### config.mk
export PLATFORM = sky130hd
export DESIGN_NAME = frame_readout_ctrl
export DESIGN_NICKNAME = d
export VERILOG_FILES = /design/src/rtl/rdo_pkg.sv /design/src/rtl/rdo_row_seq.sv /design/src/rtl/rdo_row_capture.sv /design/src/rtl/rdo_beat_mux.sv /design/src/rtl/frame_readout_ctrl.sv
export SDC_FILE = /design/constraint.sdc
export NUM_CORES = 1
export LEC_CHECK = 0
export BUFFER_PORTS_ARGS = -buffer_cell sky130_fd_sc_hd__buf_2
export CORE_ASPECT_RATIO = 1.75
export CORE_UTILIZATION = 42
export DETAILED_ROUTE_END_ITERATION = 12
export SETUP_SLACK_MARGIN = 0.1
export SLEW_MARGIN = 15
export SYNTH_ARGS = -nofsm -noshare
export SYNTH_HDL_FRONTEND = slang
export SYNTH_HIERARCHICAL = 1
export SYNTH_SLANG_ARGS = --single-unit
export TNS_END_PERCENT = 20
### constraint.sdc
create_clock -name clk_i -period 5.4 [get_ports clk_i]
set_clock_uncertainty 0.15 [all_clocks]
set_input_delay 0.54 -clock clk_i [delete_from_list [all_inputs] [get_ports clk_i]]
set_output_delay 0.54 -clock clk_i [all_outputs]
set_load 0.02 [all_outputs]
### src/rtl/rdo_pkg.sv
package rdo_pkg;
  typedef enum logic [1:0] {
    ST_IDLE  = 2'd0,
    ST_SCAN  = 2'd1,
    ST_DRAIN = 2'd2
  } seq_state_e;
endpackage

### src/rtl/rdo_row_seq.sv
module rdo_row_seq
  import rdo_pkg::*;
#(
  parameter int N_ROWS = 128,
  parameter int BEATS  = 4,
  localparam int RW = $clog2(N_ROWS),
  localparam int PW = (BEATS > 1) ? $clog2(BEATS) : 1
) (
  input  logic          clk_i,
  input  logic          rst_ni,
  input  logic          start_i,
  input  logic          frame_done_i,
  output logic          row_sel_o,
  output logic [RW-1:0] row_addr_o
);

  seq_state_e    state_q;
  logic [PW-1:0] ph_q;
  logic [RW-1:0] addr_q;
  logic          sel_q;

  always_ff @(posedge clk_i or negedge rst_ni) begin
    if (!rst_ni) begin
      state_q <= ST_IDLE;
      ph_q    <= '0;
      addr_q  <= '0;
      sel_q   <= 1'b0;
    end else begin
      case (state_q)
        ST_IDLE: begin
          sel_q <= 1'b0;
          if (start_i) begin
            state_q <= ST_SCAN;
            sel_q   <= 1'b1;
            addr_q  <= '0;
            ph_q    <= '0;
          end
        end
        ST_SCAN: begin
          if (ph_q == PW'(BEATS - 1)) begin
            ph_q <= '0;
            if (addr_q == RW'(N_ROWS - 1)) begin
              state_q <= ST_DRAIN;
              sel_q   <= 1'b0;
              addr_q  <= '0;  // wrap for the next frame
            end else begin
              sel_q  <= 1'b1;
              addr_q <= addr_q + 1'b1;
            end
          end else begin
            ph_q  <= ph_q + 1'b1;
            sel_q <= 1'b0;
          end
        end
        ST_DRAIN: begin
          sel_q <= 1'b0;
          if (frame_done_i) state_q <= ST_IDLE;
        end
        default: state_q <= ST_IDLE;
      endcase
    end
  end

  assign row_sel_o  = sel_q;
  assign row_addr_o = addr_q;

  a_r2_start_row0: assert property (@(posedge clk_i) disable iff (!rst_ni)
    (start_i && state_q == ST_IDLE) |=> (sel_q && addr_q == '0));

  a_r8_busy_ignore: assert property (@(posedge clk_i) disable iff (!rst_ni)
    (start_i && state_q != ST_IDLE) |=> !(sel_q && addr_q == '0));

  a_r3_sel_pulse: assert property (@(posedge clk_i) disable iff (!rst_ni)
    sel_q |=> !sel_q);

endmodule

### src/rtl/rdo_row_capture.sv
module rdo_row_capture #(
  parameter int N_ROWS = 128,
  parameter int N_COLS = 512,
  localparam int RW = $clog2(N_ROWS)
) (
  input  logic              clk_i,
  input  logic              rst_ni,
  input  logic              row_sel_i,
  input  logic [RW-1:0]     row_addr_i,
  input  logic [N_COLS-1:0] col_data_i,
  output logic [N_COLS-1:0] row_data_o,
  output logic              cap_vld_o,
  output logic [RW-1:0]     cap_row_o
);

  logic [N_COLS-1:0] data_q;
  logic              vld_q;
  logic [RW-1:0]     row_q;

  always_ff @(posedge clk_i or negedge rst_ni) begin
    if (!rst_ni) begin
      data_q <= '0;
      vld_q  <= 1'b0;
      row_q  <= '0;
    end else begin
      vld_q <= row_sel_i;
      if (row_sel_i) begin
        data_q <= col_data_i;
        row_q  <= row_addr_i;
      end
    end
  end

  assign row_data_o = data_q;
  assign cap_vld_o  = vld_q;
  assign cap_row_o  = row_q;

  // capture strobe doubles as the deselect reset pulse
  a_r5_rst_after_sel: assert property (@(posedge clk_i) disable iff (!rst_ni)
    row_sel_i |=> (vld_q && row_q == $past(row_addr_i)));

endmodule

### src/rtl/rdo_beat_mux.sv
module rdo_beat_mux #(
  parameter int N_ROWS = 128,
  parameter int N_COLS = 512,
  parameter int OUT_W  = 128,
  localparam int RW    = $clog2(N_ROWS),
  localparam int BEATS = N_COLS / OUT_W,
  localparam int BW    = (BEATS > 1) ? $clog2(BEATS) : 1
) (
  input  logic              clk_i,
  input  logic              rst_ni,
  input  logic [N_COLS-1:0] row_data_i,
  input  logic              cap_vld_i,
  input  logic [RW-1:0]     cap_row_i,
  output logic              pix_valid_o,
  output logic [OUT_W-1:0]  pix_data_o,
  output logic [RW-1:0]     pix_row_o,
  output logic [BW-1:0]     pix_beat_o,
  output logic              frame_done_o
);

  localparam logic [RW-1:0] LAST_ROW  = RW'(N_ROWS - 1);
  localparam logic [BW-1:0] LAST_BEAT = BW'(BEATS - 1);

  logic [OUT_W-1:0] slice [BEATS];

  for (genvar g = 0; g < BEATS; g++) begin : g_slice
    assign slice[g] = row_data_i[g*OUT_W +: OUT_W];
  end

  logic          act_q;
  logic [BW-1:0] nxt_q;
  logic          vld_q;
  logic [OUT_W-1:0] data_q;
  logic [RW-1:0] row_q;
  logic [BW-1:0] beat_q;
  logic          done_q;

  always_ff @(posedge clk_i or negedge rst_ni) begin
    if (!rst_ni) begin
      act_q  <= 1'b0;
      nxt_q  <= '0;
      vld_q  <= 1'b0;
      data_q <= '0;
      row_q  <= '0;
      beat_q <= '0;
      done_q <= 1'b0;
    end else begin
      done_q <= vld_q && row_q == LAST_ROW && beat_q == LAST_BEAT;
      if (cap_vld_i) begin
        vld_q  <= 1'b1;
        data_q <= slice[0];
        row_q  <= cap_row_i;
        beat_q <= '0;
        nxt_q  <= BW'(1);
        act_q  <= (BEATS > 1);
      end else if (act_q) begin
        vld_q  <= 1'b1;
        data_q <= slice[nxt_q];
        beat_q <= nxt_q;
        if (nxt_q == LAST_BEAT) act_q <= 1'b0;
        else nxt_q <= nxt_q + 1'b1;
      end else begin
        vld_q <= 1'b0;
      end
    end
  end

  assign pix_valid_o  = vld_q;
  assign pix_data_o   = data_q;
  assign pix_row_o    = row_q;
  assign pix_beat_o   = beat_q;
  assign frame_done_o = done_q;

  a_r4_beat_step: assert property (@(posedge clk_i) disable iff (!rst_ni)
    (vld_q && beat_q != LAST_BEAT) |=>
      (vld_q && beat_q == $past(beat_q) + 1'b1 && row_q == $past(row_q)));

  a_r6_no_gap: assert property (@(posedge clk_i) disable iff (!rst_ni)
    (vld_q && beat_q == LAST_BEAT && row_q != LAST_ROW) |=>
      (vld_q && beat_q == '0 && row_q == $past(row_q) + 1'b1));

  a_r7_done_after_last: assert property (@(posedge clk_i) disable iff (!rst_ni)
    done_q |-> $past(vld_q && row_q == LAST_ROW && beat_q == LAST_BEAT));

endmodule

### src/rtl/frame_readout_ctrl.sv
module frame_readout_ctrl #(
  parameter int N_ROWS = 128,
  parameter int N_COLS = 512,
  parameter int OUT_W  = 128,
  localparam int RW    = $clog2(N_ROWS),
  localparam int BEATS = N_COLS / OUT_W,
  localparam int BW    = (BEATS > 1) ? $clog2(BEATS) : 1
) (
  input  logic              clk_i,
  input  logic              rst_ni,
  input  logic              start_i,
  output logic [RW-1:0]     row_addr_o,
  output logic              row_sel_o,
  output logic              out_en_o,
  input  logic [N_COLS-1:0] col_data_i,
  output logic              row_rst_o,
  output logic [RW-1:0]     row_rst_addr_o,
  output logic              pix_valid_o,
  output logic [OUT_W-1:0]  pix_data_o,
  output logic [RW-1:0]     pix_row_o,
  output logic [BW-1:0]     pix_beat_o,
  output logic              frame_done_o
);

  logic              sel;
  logic [RW-1:0]     addr;
  logic [N_COLS-1:0] row_data;
  logic              cap_vld;
  logic [RW-1:0]     cap_row;
  logic              done;

  rdo_row_seq #(.N_ROWS(N_ROWS), .BEATS(BEATS)) u_seq (
    .clk_i        (clk_i),
    .rst_ni       (rst_ni),
    .start_i      (start_i),
    .frame_done_i (done),
    .row_sel_o    (sel),
    .row_addr_o   (addr)
  );

  rdo_row_capture #(.N_ROWS(N_ROWS), .N_COLS(N_COLS)) u_cap (
    .clk_i      (clk_i),
    .rst_ni     (rst_ni),
    .row_sel_i  (sel),
    .row_addr_i (addr),
    .col_data_i (col_data_i),
    .row_data_o (row_data),
    .cap_vld_o  (cap_vld),
    .cap_row_o  (cap_row)
  );

  rdo_beat_mux #(.N_ROWS(N_ROWS), .N_COLS(N_COLS), .OUT_W(OUT_W)) u_mux (
    .clk_i        (clk_i),
    .rst_ni       (rst_ni),
    .row_data_i   (row_data),
    .cap_vld_i    (cap_vld),
    .cap_row_i    (cap_row),
    .pix_valid_o  (pix_valid_o),
    .pix_data_o   (pix_data_o),
    .pix_row_o    (pix_row_o),
    .pix_beat_o   (pix_beat_o),
    .frame_done_o (done)
  );

  assign row_addr_o     = addr;
  assign row_sel_o      = sel;
  assign out_en_o       = sel;
  assign row_rst_o      = cap_vld;
  assign row_rst_addr_o = cap_row;
  assign frame_done_o   = done;

endmodule

==> run summary, run 1 <==
Final Cycle Share: 52.46%
Final net count: 3686
Cell Area, Synth: 29590 sq um
CP Data Required Time: 4710 ps
Pre-CTS setup slack: 2598 ps
Starting Density: 42.48%
Yosys cell types: 39
Die Wd: 202.7 um
Final Hold Fails: 0
Placeable Area: 69670 sq um
Via density: 5.268
CTS root buffer: clkbuf_16
Max_cap viols: 0
Initial antenna violation count: 14
Status: complete, no violations
Critical path class: register to primary output
Final WL: 91560 um
Slew at the pin closest to its max-slew limit: 1043 ps
Row cnt: 128
Power per Cell Area: 595.2 nW/um^2
Overflow after GRT: 0
Post-synth EDFFs: 0
Cell Chain, Critical Path: buf_4, buf_2
# H-tree levels: 3
Pin count of the biggest net entering global routing: 141
Iteration-0 DRC Markers: 1159
Setup tns final: 0 ps
Ratio of cells with drive above 1 in the final layout: 41.70%
Top FF cell, synth: dfrtp_1
Rel. slew slack: 30.45%
Overall routing resource usage: 25.48%
Hold crit path type: input port to register
Placed Cells: 3534
Final non-filler cell total: 4137
DP HPWL: 59630 um
Final setup fails: 0
Post-CTS Setup Inserts: 0
Number of remaining DRC errors: 0
Routability Congestion: 0.8349
Synth Warn #: 6
Pre-Repair DR Iteration Count: 6
Min Tclk post-route: 2833 ps
Filler Cell Count: 5716
Slew Viols, Final: 0
Synth-to-Final Area Change: 35.56%
ANT nets after route: 0
Setup crit start kind: register
Crit path DAT: 2140 ps
Vias in the first global route: 24.17k
CP max FO: 72
Slowest stage delay, CP: 750 ps
# port buffers: 670
Peak Freq: 0.3530 GHz
# IOs: 671
Sink Count: 674
RSZ-0062 raised after global routing: no
#FFs+latches synth: 674
Async SR Flop Fraction: 100.0%
Clk_lat worst skew: 600 ps
Via count: 21.79k
Slowest CP cell: buf_4
Mean post-synth cell area: 14.17 sq um
Cells after Synth: 2089
Number of CTS-inserted buffers: 66
Sequential area share after synthesis: 57.00%
Post-DR wirelength/cell: 22.13 um
Worst hold slack: 41.16 ps
Die Y: 353.1 um
CP Capture Type: primary output
Worst-case vdd ir drop: 0.0005120 V
Die area: 71560 sq um
Syn nets: 2612
Leakage: 17.95 nW
Setup ws final: 2567 ps
CTS tree: built
First-pass GRT wire length: 141500 um
Longest Clk Path Bufs: 3
Post-Route Utilization: 57.58%
CTS clock-pin slew for the worst setup and hold paths: 70 ps
[cell usage after synthesis (5+ instances only)]
master,instances,share of area (%)
mux2_2,527,20
nand2b_1,6,0.13
nor2b_1,130,2.7
nand2_1,8,0.10
nor2_1,135,1.7
o2bb2ai_1,127,3.8
o21ai_0,7,0.12
ha_1,8,0.34
buf_2,45,0.76
dfrtp_1,674,57
buf_4,8,0.20
inv_1,5,0.063
o32a_1,128,4.3
mux2i_1,132,4.5
clkbuf_1,33,0.42
nand3_1,5,0.085
buf_6,75,2.9
[where the power goes]
group	internal [W]	switching (W)	total [W]
Combinational	0.00489	0.00500	0.00989
Clock	0.00268	0.00200	0.00468
Sequential	0.00768	0.00163	0.00931
Total	0.0152	0.00864	0.0239
[flip-flops by register name, indices dropped and copies added, names as in the netlist, 2 cells and up]
register and count:
u_seq/ph_q 2, u_cap/cap_row_o 7, u_seq/state_q 2, u_mux/pix_data_o 128, u_seq/row_addr_o 7, u_cap/row_data_o 512
u_mux/nxt_q 2, u_mux/pix_row_o 7, u_mux/pix_beat_o 2
[worst paths after layout]
check,endpoint,cells past startpoint,slack [ps],start
worst max-delay path,row_rst_o,2,2570,u_cap/cap_vld_o
worst max register to register,u_mux/pix_data_o[55],4,2580,u_mux/act_q
worst min register to register,u_cap/row_data_o[282],1,350,u_cap/row_data_o[282]
max in group asynchronous,u_cap/row_data_o[31],3,3340,rst_ni
worst min-delay path,u_cap/row_data_o[377],2,40,col_data_i[377]
min in group asynchronous,u_cap/row_data_o[340],2,310,rst_ni
[cells by family (layout without fill, tap and decap cells)]
family,count (synthesis),after routing,synth area share (%)
fa+ha+maj,8,8,0.3383
simple gates,300,300,5.125
buf+inv,168,1295,4.325
compound gates,279,279,8.668
other cells,0,11,0
xor+xnor,1,1,0.02960
mux,659,659,24.52
flops,674,674,57.00
[layer usage]
| layer | up-vias | wire, um | GRT usage [%] |
|---|---|---|---|
| li1 | 9788 | - | - |
| met1 | 11030 | 36330 | 30.59 |
| met2 | 796 | 46010 | 43.76 |
| met3 | 173 | 6133 | 6.063 |
| met4 | 8 | 3044 | 10.11 |
| met5 | - | 44 | 0 |
[critical path, delay by kind of cell, from the launching register on]
family | cells | cell delay (ps)
buffers and inverters | 2 | 1070
DFF | 1 | 440
[cell usage in the layout (no fill, tap or decap), types with 11 or more instances in the layout]
cell,Yosys,layout
dfrtp_1,674,671
buf_2,45,669
mux2_2,527,527
dlygate4sd3_1,0,471
nor2_1,135,135
mux2i_1,132,132
nor2b_1,130,130
o32a_1,128,128
o2bb2ai_1,127,127
clkbuf_16,0,67
clkbuf_8,0,20
buf_4,8,18
clkbuf_1,33,16
diode_2,0,11
[per-stage QoR]
step	instance area [sq um]	total power (W)
after floorplan	29590	0.01627
after global placement	33180	0.01855
after detailed placement	33180	0.01895
after CTS	40090	0.02400
after global routing	40110	0.02519
final	40120	0.02388
[timing repair]
item | in CTS | in global routing
hold buffers | 471 | 0
resized for setup | 0 | 0
endpoints found under the hold margin | 550 | 0
[final cells by class]
class | count | area [sq um] | share of cell area, %
Antenna cell | 11 | 27.53 | 0.06862
Clock buffer | 103 | 2012 | 5.015
Clock inverter | 18 | 181.4 | 0.4522
Inverter | 6 | 25.02 | 0.06238
Multi-Input combinational cell | 1247 | 11460 | 28.57
Sequential cell | 674 | 16880 | 42.07
Tap cell | 910 | 1139 | 2.838
Timing Repair Buffer | 1168 | 8393 | 20.92
No activity file was read; power rests on OpenSTA's default activity.
==> inputs of run 2 (changes only) <==
- clock period: 5.4 -> 3 ns (I/O delays scaled with it)
==> run 2 against run 1 <==
  * Cell count up 1.8%
  * Die area stayed put
  * Sequential power grew 79%
  * Final area is 2.3% higher
  * Critical path type unchanged
  * Largest power group unchanged
==> run summary, run 2 (synthesis gave the netlist of run 1 again) <==
Post-CTS Setup Inserts: 0 (unchanged)
Power per Cell Area: 1056 nW/um^2 (+77%)
Overflow after GRT: 0 (unchanged)
Sink Count: 674 (unchanged)
Post-Route Utilization: 58.90% (+1.3 points)
Initial antenna violation count: 15 (+1)
Longest Clk Path Bufs: 3 (unchanged)
Number of remaining DRC errors: 0 (unchanged)
Pin count of the biggest net entering global routing: 102 (-28%)
Ratio of cells with drive above 1 in the final layout: 41.62% (-0.079 points)
Final net count: 3762 (+2.1%)
CTS root buffer: clkbuf_16
Critical path class: register to primary output
Hold crit path type: input port to async pin
CP Data Required Time: 2550 ps (-2160 ps)
Final Cycle Share: 82.35%
Peak Freq: 0.4048 GHz
Commonest cells after routing, fill and taps aside: 671 x dfrtp_1, 669 x buf_2, 527 x mux2_2
CP max FO: 92 (+28%)
Crit. Startpoint: u_seq/row_sel_o
Cell Chain, Critical Path: buf_12, buf_2
RR Startpoint: u_mux/nxt_q[0]
Pre-CTS setup slack: 706.4 ps (-1892 ps)
Status: complete, no violations
Slew at the pin closest to its max-slew limit: 1022 ps (-21.04 ps)
Routability Congestion: 0.8566 (+2.6%)
Vias in the first global route: 25.09k (+3.8%)
CTS tree: built
Row cnt: 128 (unchanged)
Max_cap viols: 0 (unchanged)
Synth-to-Final Area Change: 38.67%
Top Family by Delay on Critical Path: buffers and inverters
ANT nets after route: 0 (unchanged)
Overall routing resource usage: 26.31% (+0.83 points)
Pre-Repair DR Iteration Count: 5 (-1)
CP Capture Type: primary output
Crit path DAT: 2020 ps (-120 ps)
Placeable Area: 69670 sq um (unchanged)
# H-tree levels: 3 (unchanged)
R2r endpoint: u_mux/pix_data_o[68]
Min Tclk post-route: 2470 ps
Final WL: 94440 um (+3.1%)
Final setup fails: 0 (unchanged)
# port buffers: 670 (unchanged)
R2R cell count: 4 (unchanged)
First-pass GRT wire length: 146000 um (+3.2%)
Slowest stage delay, CP: 670 ps (-80 ps)
Slowest CP cell: dfrtp_4
Crit path buf inv count: 2 (unchanged)
Critical Path Sink: row_sel_o
Slew Viols, Final: 0 (unchanged)
Rel. slew slack: 31.85% (+1.4 points)
Most common cell after layout, fill and taps aside: dfrtp_1
Die Wd: 202.7 um (unchanged)
Final Hold Fails: 0 (unchanged)
Worst-case vdd ir drop: 0.0006194 V (+21%)
Via count: 22.31k (+2.4%)
Starting Density: 42.48% (unchanged)
Crit. path cell count: 2 (unchanged)
CTS clock-pin slew for the worst setup and hold paths: 60 ps (about the same)
Number of flip-flops in the largest register: 512 (unchanged)
Die area: 71560 sq um (unchanged)
DP HPWL: 62050 um (+4.1%)
Filler Cell Count: 5608 (-1.9%)
Via density: 5.295 (+0.51%)
Setup tns final: 0 ps (unchanged)
Post-DR wirelength/cell: 22.42 um (+1.3%)
Setup crit start kind: register
Clk_lat worst skew: 610 ps (about the same)
# IOs: 671 (unchanged)
RSZ-0062 raised after global routing: no
Number of CTS-inserted buffers: 66 (unchanged)
Die Y: 353.1 um (unchanged)
Setup ws final: 529.6 ps (-2037 ps)
Leakage: 18.35 nW (+2.2%)
R2r setup slk: 730 ps (-1850 ps)
Iteration-0 DRC Markers: 1190 (+2.7%)
## run 2: changes by cell type in the layout (fill, tap and decap cells not counted), sizes merged
cell,delta
buf,+33
bufinv,+1
clkbuf,-6
clkinv,-1
clkinvlp,+2
diode,+5
dlygate4sd3,+43
inv,-1
## run 2: what timing repair did
action	CTS	global route
hold endpoints to repair	569	0
resized for setup	0	0
hold buffers	514	0
## run 2: worst min-delay path by stage
stage	cells past startpoint	from	endpoint	slack (ps)
after floorplan	0	rst_ni	u_cap/cap_row_o[0]	-150
after CTS	2	rst_ni	u_cap/row_data_o[466]	190
final	2	rst_ni	u_cap/row_data_o[466]	190
after detailed placement	1	rst_ni	u_cap/row_data_o[466]	260
after global routing	2	rst_ni	u_cap/row_data_o[466]	220
after global placement	1	rst_ni	u_cap/row_data_o[466]	250
## run 2: metrics by stage
| stage | total power, W | hold WS (ps) | cells | area [sq um] |
|---|---|---|---|---|
| finish | 0.04334 | 194.4 | 4213 | 41040 |
| global route | 0.04572 | 221.8 | 4212 | 41030 |
| CTS | 0.04353 | 187.5 | 4197 | 41000 |
| detailed placement | 0.03458 | 262.7 | 3567 | 33740 |
| global placement | 0.03391 | 252.5 | 3567 | 33740 |
| floorplan | 0.02929 | -145.6 | 2089 | 29590 |
## run 2: final cells by class
cell class                 instances  area [sq um]  share of cell area (%)
clock buffer                      97          1919                   4.677
tap                              910          1139                   2.775
clock inverter                    19         190.2                  0.4635
timing repair buffer            1244          9384                   22.87
antenna                           16         40.04                 0.09757
inverter                           6         25.02                 0.06098
multi-input combinational       1247         11460                   27.93
sequential                       674         16880                   41.13
## run 2: report_power, final
group          internal, W  switching, W  leakage, nW
sequential          0.0138       0.00286         7.94
combinational      0.00921       0.00916         9.37
clock              0.00471       0.00357         1.04
## run 2: metal layers
layer | share of wire, % | up-vias | track usage [%]
met3 | 6.8 | 193 | 6.045
met1 | 39 | 11300 | 31.40
met2 | 50 | 876 | 44.94
met4 | 3.8 | 0 | 11.77
li1 | - | 9940 | -
met5 | 0 | - | 0
==> inputs of run 3 (changes only) <==
- ABC_AREA: default -> 1
- clock period: 3 -> 2.4 ns (I/O delays scaled with it)
==> run 3 against run 2 <==
  * Synthesized area is 1.8% higher
  * Worst hold slack got worse by 51 ps
  * Core utilization shrank 0.21 points
  * Critical endpoint is now row_rst_o
==> run summary, run 3 <==
Post-synth top area share: 55.98% (-1.0 points)
Die area: 72860 sq um (+1.8%)
Cells after Synth: 3747 (+79%)
Pint: 0.03150 W (+14%)
CTS root buffer: clkbuf_16
Initial antenna violation count: 21 (+6)
CP max FO: 41 (-55%)
Mean post-synth cell area: 8.041 sq um (-43%)
Critical path class: register to primary output
DP HPWL: 69500 um (+12%)
Crit. Startpoint: u_cap/cap_vld_o
Iteration-0 DRC Markers: 2059 (+73%)
Min Tclk post-route: 2154 ps
Cell taking the most area after synthesis: dfrtp_1
Yosys cell types: 31 (-21%)
Number of flip-flops in the largest register: 512 (unchanged)
Synth area leaders: dfrtp_1 56%, nand2_1 26%, a21oi_1 4.3%
Leakage: 22.19 nW (+21%)
# port buffers: 670 (unchanged)
Pin count of the biggest net entering global routing: 131 (+28%)
Sequential area share after synthesis: 55.98% (-1.0 points)
Critical Path Sink: row_rst_o
Pre-CTS setup slack: 486.5 ps (-219.8 ps)
Final WL: 109600 um (+16%)
# IOs: 671 (unchanged)
Switching share of power: 43.20% (+7.2 points)
Synth-to-Final Area Change: 38.02%
RR Startpoint: u_mux/nxt_q[0]
Final Cycle Share: 89.76%
Row cnt: 129 (+0.78%)
Longest Clk Path Bufs: 3 (unchanged)
Post-synth EDFFs: 0 (unchanged)
Placeable Area: 70860 sq um (+1.7%)
Syn nets: 4270 (+63%)
Most frequent cell after synthesis: nand2_1
Flop pwr share: 37.0% (-1.5 points)
Cell Area, Synth: 30130 sq um (+1.8%)
Top FF cell, synth: dfrtp_1
Crit path DAT: 1760 ps (-260 ps)
Die Y: 356.3 um (+0.90%)
Overflow after GRT: 0 (unchanged)
R2R cell count: 7 (+3)
CP Capture Type: primary output
Routability Congestion: 0.8703 (+1.6%)
GRT met1 Usage: 37.36% (+6.0 points)
Clock share of power: 19.7% (+0.6 points)
Post-synth top cells: 2123 x nand2_1, 674 x dfrtp_1, 256 x a21oi_1, 148 x inv_1, 134 x nand3_1
Clk_lat worst skew: 610 ps (about the same)
Final net count: 5373 (+43%)
Setup crit start kind: register
Vias in the first global route: 29.54k (+18%)
Slew Viols, Final: 0 (unchanged)
Most common cell after layout, fill and taps aside: nand2_1
Number of remaining DRC errors: 0 (unchanged)
First-pass GRT wire length: 167000 um (+14%)
Commonest cells after routing, fill and taps aside: 2123 x nand2_1, 672 x dfrtp_1, 669 x buf_2
Power per Cell Area: 1333 nW/um^2 (+26%)
# H-tree levels: 3 (unchanged)
Busiest grt layer: met2
CP Data Required Time: 2010 ps (-540 ps)
R2r endpoint: u_mux/pix_data_o[81]
Hold crit path type: input port to async pin
Comb power frac: 43.3% (+0.9 points)
Post-Route Utilization: 58.69% (-0.21 points)
Via count: 29.18k (+31%)
Overall routing resource usage: 29.82% (+3.5 points)
Switching power: 0.02395 W (+54%)
Final setup fails: 0 (unchanged)
Pre-Repair DR Iteration Count: 6 (+1)
Slew at the pin closest to its max-slew limit: 534.6 ps (-487.7 ps)
Ratio of cells with drive above 1 in the final layout: 17.72% (-24 points)
Setup ws final: 245.7 ps (-283.9 ps)
Status: complete, no violations
ANT nets after route: 0 (unchanged)
Setup tns final: 0 ps (unchanged)
Async SR Flop Fraction: 100.0% (unchanged)
Peak Freq: 0.4642 GHz
CTS tree: built
Via density: 5.004 (-5.5%)
Post-DR wirelength/cell: 18.80 um (-16%)
Worst-case vdd ir drop: 0.0009198 V (+48%)
Grt met2 use: 48.66% (+3.7 points)
Sink Count: 674 (unchanged)
Met3 Usage GRT: 5.398% (-0.65 points)
Final Hold Fails: 0 (unchanged)
Die Wd: 204.5 um (+0.90%)
Number of CTS-inserted buffers: 67 (+1.5%)
Starting Density: 42.52% (+0.048 points)
Final non-filler cell total: 5830 (+38%)
RSZ-0062 raised after global routing: no
Max_cap viols: 0 (unchanged)
R2r setup slk: 470 ps (-260 ps)
#FFs+latches synth: 674 (unchanged)
Rel. slew slack: 64.36% (+33 points)
Placed Cells: 5182 (+45%)
CTS clock-pin slew for the worst setup and hold paths: 60 ps (about the same)
Synth Warn #: 6 (unchanged)
-- run 3: per-layer routing --
layer  part of all wire, %  routed length (um)
met4                   5.4                5879
met2                    48               52180
met3                   6.8                7432
met1                    40               43970
met5                  0.14                 157
-- run 3: area by class of cell --
class                           count  area, sq um
Clock inverter                     23        312.8
Inverter                          153        620.6
Sequential cell                   674        16870
Timing Repair Buffer             1265         9749
Tap cell                          917         1147
Multi-Input combinational cell   2689        10930
Clock buffer                       99         1931
Antenna cell                       10        25.02
Fill cell                        6344        29270
-- run 3: per-stage QoR --
stage | hold WS [ps] | instance area (sq um) | total power [W]
finish | 143.7 | 41590 | 0.05545
global route | 162.2 | 41580 | 0.05945
CTS | 135.2 | 41560 | 0.05551
detailed placement | 20.43 | 34110 | 0.04355
global placement | 18.10 | 34110 | 0.04311
floorplan | -205.6 | 30130 | 0.03634
-- run 3: power groups by stage --
stage                     registers (W)  clock network, W  logic [W]
after detailed placement         0.0206                 0     0.0229
after global routing             0.0211            0.0116     0.0268
after floorplan                  0.0209                 0     0.0154
final                            0.0205            0.0109     0.0240
after CTS                        0.0205            0.0112     0.0238
after global placement           0.0206                 0     0.0225
-- run 3: timing repair --
action                                 in CTS  in global routing
setup endpoints to repair                   1                  0
setup buffers                               0                  0
hold buffers                              515                  0
endpoints found under the hold margin    1062                  0
resized for setup                           1                  0
-- run 3: critical path, stage by stage, from the launching register on --
cell,delay [ps]
dfrtp_4,600
buf_16,320
buf_2,230
-- run 3: worst min path at each step --
stage,end,slack (ps),cells past startpoint
after floorplan,u_cap/cap_row_o[0],-210,0
after global placement,u_cap/row_data_o[125],20,1
after detailed placement,u_cap/row_data_o[125],20,1
after CTS,u_mux/pix_data_o[125],140,3
after global routing,u_cap/row_data_o[253],160,3
final,u_cap/row_data_o[253],140,3
-- run 3: kinds of logic after synthesis --
family / Yosys count / synth area share, %
and+or+nand+nor: 2281 / 29.20
DFF: 674 / 55.98
AOI/OAI and AO/OA: 400 / 6.698
buffers and inverters: 384 / 7.794
adders and majority gates: 8 / 0.3322
